==> src/rtl/pwm_lk_pkg.sv <==
// Package: shared widths, register offsets, control bit positions and the
// working-set type of the lockable PWM timer.
package pwm_lk_pkg;
    localparam int DW = 32;                 // data path and counter width
    localparam int AW = 4;                  // byte address width

    localparam logic [AW-1:0] OFS_COUNT  = 4'h0;
    localparam logic [AW-1:0] OFS_PERIOD = 4'h4;
    localparam logic [AW-1:0] OFS_DUTY   = 4'h8;
    localparam logic [AW-1:0] OFS_CTRL   = 4'hC;

    localparam int CB_START = 0;            // timer start
    localparam int CB_CONT  = 1;            // continuous operation
    localparam int CB_ACTHI = 3;            // level during duty phase
    localparam int CB_IDLHI = 4;            // level outside duty phase
    localparam int CB_LOCK  = 6;            // freeze the working set

    // Settings that move from shadow to working set as one group
    typedef struct packed {
        logic [DW-1:0] period;
        logic [DW-1:0] duty;
        logic          act_hi;
        logic          idle_hi;
    } wave_cfg_t;
endpackage

==> src/rtl/pwm_lk_regs.sv <==
// Register file of the PWM timer.
// Holds the shadow period, duty and control words, serves reads, and hands
// the core the values they take after this cycle's write (next-state view).
// Assumes at most one write per cycle; reads are combinational.
module pwm_lk_regs
    import pwm_lk_pkg::*;
(
    input  logic          clk,
    input  logic          rst_n,
    input  logic          wr_en,
    input  logic [AW-1:0] wr_addr,
    input  logic [DW-1:0] wr_data,
    input  logic [AW-1:0] rd_addr,
    input  logic [DW-1:0] count,
    output logic [DW-1:0] rd_data,
    output wave_cfg_t     shadow_nxt,
    output logic          lock_nxt,
    output logic          running
);
    logic [DW-1:0] period_q, duty_q, ctrl_q;
    logic [DW-1:0] period_d, duty_d, ctrl_d;

    // Next-state of each shadow register after a possible write
    always_comb begin
        period_d = period_q;
        duty_d   = duty_q;
        ctrl_d   = ctrl_q;
        if (wr_en) begin
            case (wr_addr)
                OFS_PERIOD: period_d = wr_data;
                OFS_DUTY:   duty_d   = wr_data;
                OFS_CTRL:   ctrl_d   = wr_data;
                default:    ;
            endcase
        end
    end

    // Shadow register storage with synchronous reset
    always_ff @(posedge clk) begin
        if (!rst_n) begin
            period_q <= '0;
            duty_q   <= '0;
            ctrl_q   <= '0;
        end else begin
            period_q <= period_d;
            duty_q   <= duty_d;
            ctrl_q   <= ctrl_d;
        end
    end

    // Read multiplexer
    always_comb begin
        case (rd_addr)
            OFS_COUNT:  rd_data = count;
            OFS_PERIOD: rd_data = period_q;
            OFS_DUTY:   rd_data = duty_q;
            OFS_CTRL:   rd_data = ctrl_q;
            default:    rd_data = '0;
        endcase
    end

    assign shadow_nxt = '{period: period_d, duty: duty_d,
                          act_hi: ctrl_d[CB_ACTHI], idle_hi: ctrl_d[CB_IDLHI]};
    assign lock_nxt   = ctrl_d[CB_LOCK];
    assign running    = ctrl_q[CB_START] & ctrl_q[CB_CONT];

    // a period write is visible in the register on the following cycle
    a_r2_period_readback: assert property (@(posedge clk) disable iff (!rst_n)
        (wr_en && wr_addr == OFS_PERIOD) |=> (period_q == $past(wr_data)));

    // a duty write is visible in the register on the following cycle
    a_r2_duty_readback: assert property (@(posedge clk) disable iff (!rst_n)
        (wr_en && wr_addr == OFS_DUTY) |=> (duty_q == $past(wr_data)));
endmodule

==> src/rtl/pwm_lk_core.sv <==
// Counter and waveform core of the PWM timer.
// Counts 0..period-1 while running, reloads the working set from the shadow
// view at each boundary (or every cycle while stopped) unless locked, and
// forms the left-aligned output. Assumes the shadow view is next-state.
module pwm_lk_core
    import pwm_lk_pkg::*;
(
    input  logic          clk,
    input  logic          rst_n,
    input  logic          running,
    input  logic          lock_nxt,
    input  wave_cfg_t     shadow_nxt,
    output logic [DW-1:0] count,
    output logic          pwm_out
);
    wave_cfg_t work_q;
    logic      wrap;
    logic      load;

    // Boundary: last count of the period; period 0 behaves as period 1
    assign wrap = ({1'b0, count} + (DW+1)'(1)) >= {1'b0, work_q.period};
    assign load = !lock_nxt && (!running || wrap);

    // Period counter, held at zero while stopped
    always_ff @(posedge clk) begin
        if (!rst_n || !running || wrap) count <= '0;
        else                            count <= count + DW'(1);
    end

    // Working set, reloaded as one group at a boundary or while stopped
    always_ff @(posedge clk) begin
        if (!rst_n)    work_q <= '0;
        else if (load) work_q <= shadow_nxt;
    end

    // Left-aligned output: active phase first, idle level when stopped
    always_comb begin
        if (running && (count < work_q.duty)) pwm_out = work_q.act_hi;
        else                                  pwm_out = work_q.idle_hi;
    end

    // a stopped timer leaves the count at zero
    a_r3_stopped_count_zero: assert property (@(posedge clk) disable iff (!rst_n)
        !running |=> (count == '0));

    // the count never reaches the working period
    a_r4_count_below_period: assert property (@(posedge clk) disable iff (!rst_n)
        (running && work_q.period != '0) |-> (count < work_q.period));

    // inside a running period the working set does not move
    a_r7_no_midperiod_reload: assert property (@(posedge clk) disable iff (!rst_n)
        (running && !wrap) |=> $stable(work_q));

    // with the lock held the working set is frozen
    a_r8_lock_freezes: assert property (@(posedge clk) disable iff (!rst_n)
        lock_nxt |=> $stable(work_q));
endmodule

==> src/rtl/pwm_lockable.sv <==
// Top of the lockable single-channel PWM timer.
// Joins the register file to the counter/waveform core. Assumes one clock for
// bus and count (prescale of one) and a write strobe of one cycle per access.
module pwm_lockable
    import pwm_lk_pkg::*;
(
    input  logic          clk,
    input  logic          rst_n,
    input  logic          wr_en,
    input  logic [AW-1:0] wr_addr,
    input  logic [DW-1:0] wr_data,
    input  logic [AW-1:0] rd_addr,
    output logic [DW-1:0] rd_data,
    output logic          pwm_out
);
    wave_cfg_t     shadow_nxt;
    logic          lock_nxt;
    logic          running;
    logic [DW-1:0] count;

    pwm_lk_regs u_regs (
        .clk        (clk),
        .rst_n      (rst_n),
        .wr_en      (wr_en),
        .wr_addr    (wr_addr),
        .wr_data    (wr_data),
        .rd_addr    (rd_addr),
        .count      (count),
        .rd_data    (rd_data),
        .shadow_nxt (shadow_nxt),
        .lock_nxt   (lock_nxt),
        .running    (running)
    );

    pwm_lk_core u_core (
        .clk        (clk),
        .rst_n      (rst_n),
        .running    (running),
        .lock_nxt   (lock_nxt),
        .shadow_nxt (shadow_nxt),
        .count      (count),
        .pwm_out    (pwm_out)
    );
endmodule

==> config.mk <==
export PLATFORM = sky130hd
export DESIGN_NAME = pwm_lockable
export DESIGN_NICKNAME = d
export VERILOG_FILES = /design/src/rtl/pwm_lk_pkg.sv /design/src/rtl/pwm_lk_regs.sv /design/src/rtl/pwm_lk_core.sv /design/src/rtl/pwm_lockable.sv
export SDC_FILE = /design/constraint.sdc
export NUM_CORES = 1
export LEC_CHECK = 0
export ABC_AREA = 1
export ABC_CLOCK_PERIOD_IN_PS = 8600
export BUFFER_PORTS_ARGS = -buffer_cell sky130_fd_sc_hd__buf_2
export CAP_MARGIN = 25
export CORE_ASPECT_RATIO = 1.2
export CORE_MARGIN = 2
export CORE_UTILIZATION = 45
export DETAILED_ROUTE_END_ITERATION = 6
export GPL_TIMING_DRIVEN = 0
export PLACE_DENSITY = 0.74
export SETUP_SLACK_MARGIN = 0.15
export SLEW_MARGIN = 15
export SYNTH_ARGS = -nofsm -noshare
export SYNTH_HDL_FRONTEND = slang
export SYNTH_SLANG_ARGS = --single-unit
==> constraint.sdc <==
create_clock -name clk -period 8.6 [get_ports clk]
set_input_delay 0 -clock clk [delete_from_list [all_inputs] [get_ports clk]]
set_output_delay 0 -clock clk [all_outputs]
set_load 0.02 [all_outputs]
==> results.md <==
Status:
- The run finished with clean final reports.

Synthesis:
- The fraction of the mapped netlist area in compound gates is 0.160.
- Counting every instance in the synthesized netlist gives 1501.
- The main combinational cell family by area after synthesis is simple AND/OR/NAND/NOR gates.
- The total nets after synthesis is 1608.
- The cell area after technology mapping is 10400 sq um.
- The post-synthesis share of cell area spent on full adders, half adders and majority gates is 0.0768.
- Synthesis inferred 194 register bits.
- The count of unique library cells instantiated by Yosys is 33.
- Of the total synthesized cell area, the portion taken by XOR and XNOR cells is 0.0185.
- Yosys printed 0 warnings.
- Of the total synthesized cell area, the portion taken by AND, OR, NAND and NOR gates is 0.233.
- The share of the Yosys chip area taken by registers is 0.372.
- The mean area per synthesized cell is 6.95 sq um.
- Measured against the total synthesized area, the mux share comes to 0.

Routing:
- The detail-routed via count per cell is 5.34.
- The total met3 wirelength after detailed routing is 2880 um.
- For this block, the routed nets add up to 33800 um of wire.
- After detailed routing, the wire length on met1 is 13700 um.
- In this run the remaining antenna-violating nets after routing total 0.
- The DRC violation total after the first TritonRoute iteration is 1117.
- Dividing the detail-routed wire length by the instance count gives 17.3 um.
- The count of TritonRoute iterations in the first routing pass is 5.
- Detailed routing placed a total of 15900 um of wire on met2.
- In this run the top signal layer used is met4.
- In the routed design, unresolved DRC markers number 0.
- The routed layout has 10437 vias.

Hold path:
- The min-delay analysis places its worst path in the category in -> reg.

Clocking:
- The count of cells resized by post-cts repair is 0.
- The cell sitting at the root of the clock tree is a clkbuf_16.
- The clock insertion delay at the later pin of the skew report is 450 ps.
- The H-tree generated during clock tree synthesis spans 4 levels.
- The post-cts hold buffer count is 32.
- The CTS clock-pin slew for the worst setup and hold paths is 80 ps.
- TritonCTS built the clock tree.
- The post-CTS setup repair buffer count is 0.
- The largest buffer count on any clock path is 2.
- Counting the buffers created by CTS gives 17.
- The total number of clock tree sinks is 194.

Floorplanning:
- The width of the die is 143 um.
- The standard-cell row count is 61.
- The starting density of the core is 0.454.
- The area of the core region is 23000 sq um.
- The floorplan step set the die height to 171 um.
- The die area is 24400 sq um.
- Pin placement for this block handled 76 I/O pins.

Placed design:
- At the end of routability-driven placement, the weighted congestion stood at 0.968.
- Summed over all nets, the half-perimeter wirelength after detailed placement is 25800 um.
- Timing analysis after detailed placement gives a worst setup slack of 4190 ps.
- The count of buffers added on input and output ports is 74.

Power:
- The leakage power figure is 5.97 nW.
- The worst voltage drop across the vdd grid is 143 uV.
- Dividing total power by cell area gives a power density of 158 nW/um^2.

Critical path:
- For the worst setup path, the data arrival time is 4760 ps.
- The setup path with the least slack is of type reg -> reg.
- Among the stages of the critical path, the cell type that occurs most often is nor2_1.
- The kind of cell with the highest combined delay along the critical path is simple AND/OR/NAND/NOR gates.
- The critical path required time is 8920 ps.
- The startpoint type of the worst setup path is a register.
- The master of the slowest instance on the critical path is nor4_1.
- Of all nets on the critical path, the largest fanout is 10.
- The largest stage delay on the critical path is 500 ps.
- STA classifies the critical path endpoint as a register.
- Walking the worst path, the cells encountered are nand3_1 > nor2_1 > inv_1 > nor2_2 > nand2_1 > nor2_2 > inv_1 > nor4_1 > nand2_1 > xor2_1 > inv_1 > ha_1 > nand2_1 > nor2_1 > nand4_1 > nor2_1 > nand4_1 > nand3_1 > nor2_4 > nand3_1 > clkbuf_1 > nor2_1.
- The worst path buffer plus inverter count is 4.

STA:
- The setup TNS is 0 ps.
- Setup repair after global routing left no endpoint under its margin.
- Setup slack closes at 4160 ps.
- The final number of max-transition violations is 0.
- The period utilization is 0.517.
- The worst pin sits at a relative slew slack of 0.358.
- The count of endpoints failing hold in the final timing report is 0.
- The routed design could run at a clock period as short as 4440 ps.
- Based on the critical path, the design can be clocked at up to 225 MHz.
- Across the routed clock network, the largest skew measured is 12.1 ps.
- The actual slew at the worst max-slew pin is 963 ps.
- The final setup violation count is 0.

Layout:
- The synthesis-to-layout area growth is 15.9%.
- The fraction of layout instances using a drive strength above 1 is 0.102.
- The net count of the finished layout is 1733.
- The number of inserted diodes is 0.
- Fill cells in the final layout number 2213.

Job:
- The count of max-cap constraint violations is 0.

Global route:
- The global-route wire length before repair is 52200 um.
- The number of antenna violations at the first check in global routing is 0.
- The number of global-route vias before repair is 9958.
- The aggregate global routing overflow is 0.
- Across every metal layer, demand over resource in global routing totals 0.280.
- Entering global routing, the biggest net connects 17 pins.
where the power goes:
part / total [mW] / switching (mW) / internal [mW] / leakage (nW)
logic: 0.186 / 0.121 / 0.0651 / 4.11
clock network: 0.793 / 0.354 / 0.439 / 0.289
registers: 0.931 / 0.00981 / 0.921 / 1.57
total: 1.91 / 0.485 / 1.43 / 5.97
layout make-up:
| type | count | area, sq um | area share |
|---|---|---|---|
| Buffer | 79 | 387 | 0.0320 |
| Inverter | 284 | 1070 | 0.0882 |
| Clock inverter | 11 | 113 | 0.00932 |
| Tap cell | 315 | 394 | 0.0326 |
| Sequential cell | 194 | 3880 | 0.321 |
| Multi-Input combinational cell | 944 | 5090 | 0.421 |
| Timing Repair Buffer | 106 | 691 | 0.0572 |
| Clock buffer | 20 | 457 | 0.0378 |
metrics by stage:
stage | std cells | hold WS [ps] | util | power, mW | cell area [sq um]
4_1_cts | 1953 | 109 | 0.526 | 1.91 | 12100
2_1_floorplan | 1501 | 193 | - | 1.06 | 10400
3_3_place_gp | 1890 | 314 | 0.487 | 1.12 | 11200
5_1_grt | 1953 | 152 | 0.526 | 1.97 | 12100
6_report | 1953 | 136 | 0.526 | 1.91 | 12100
3_5_place_dp | 1890 | 323 | 0.487 | 1.12 | 11200
flip-flops by register name, indices dropped and copies added, names as in the netlist:
signal / flops
u_core.work_q: 66
u_core.count: 32
u_regs.ctrl_q: 32
u_regs.duty_q: 32
u_regs.period_q: 32
cells in the mapped netlist, drive strengths merged:
master | number | share of area
a21oi | 121 | 0.058
inv | 284 | 0.10
nand3b | 1 | 0.00072
nor3 | 14 | 0.0088
o22ai | 32 | 0.019
xor2 | 22 | 0.018
o21ai | 103 | 0.049
nand2 | 242 | 0.088
clkbuf | 52 | 0.019
o2111ai | 1 | 0.00084
nor4 | 7 | 0.0042
nand4 | 12 | 0.0072
a211oi | 1 | 0.00072
or2 | 1 | 0.00060
ha | 64 | 0.077
o221ai | 32 | 0.027
o211ai | 1 | 0.00072
a21o | 3 | 0.0022
nor2 | 203 | 0.075
buf | 27 | 0.018
o21a | 1 | 0.00072
o221a | 1 | 0.0011
nand3 | 82 | 0.049
dfxtp | 194 | 0.37
final timing paths:
| kind | startpoint | to | slack (ps) | depth (start not counted) |
|---|---|---|---|---|
| max | u_core.count[2]$_SDFF_PP0_ | u_core.count[14]$_SDFF_PP0_ | 4160 | 22 |
| min | rst_n | u_core.count[19]$_SDFF_PP0_ | 140 | 3 |
| max reg2reg | u_core.count[2]$_SDFF_PP0_ | u_core.count[14]$_SDFF_PP0_ | 4160 | 22 |
| min reg2reg | u_regs.ctrl_q[22]$_SDFFE_PN0P_ | u_regs.ctrl_q[22]$_SDFFE_PN0P_ | 450 | 2 |
routing by layer:
metal | up-vias | global-route usage
li1 | 5039 | -
met4 | 0 | 0.128
met5 | - | 0
met3 | 109 | 0.0490
met1 | 4797 | 0.345
met2 | 492 | 0.473
layout by cell type (no fill, tap or decap), types with 2 or more instances in the layout:
cell             n
inv_1          282
nand2_1        239
nor2_1         197
dfxtp_1        194
a21oi_1        121
o21ai_0        101
buf_2           92
ha_1            64
nand3_1         62
clkbuf_1        53
o22ai_1         32
o221ai_1        32
dlygate4sd3_1   32
xor2_1          22
nand3_2         20
clkbuf_16       17
nand4_1         12
nor3_1          11
buf_6            9
nor4_1           7
clkinv_2         7
nor2_2           5
a21o_1           3
nand2_2          3
inv_2            2
nor3_2           2
o21ai_1          2
clkbuf_8         2
clkinv_4         2
bufinv_16        2
worst reg2reg max path: cells and delay by family (launching register included):
kind,cells,cell delay [ps]
xor+xnor,1,210
fa+ha+maj,1,270
buf+inv,4,810
flops,1,470
simple gates,16,2550
kinds of logic after synthesis:
| group | count (synthesis) |
|---|---|
| simple gates | 562 |
| buf+inv | 363 |
| compound gates | 296 |
| flops | 194 |
| fa+ha+maj | 64 |
| xor+xnor | 22 |
No activity file was read; power rests on OpenSTA's default activity.
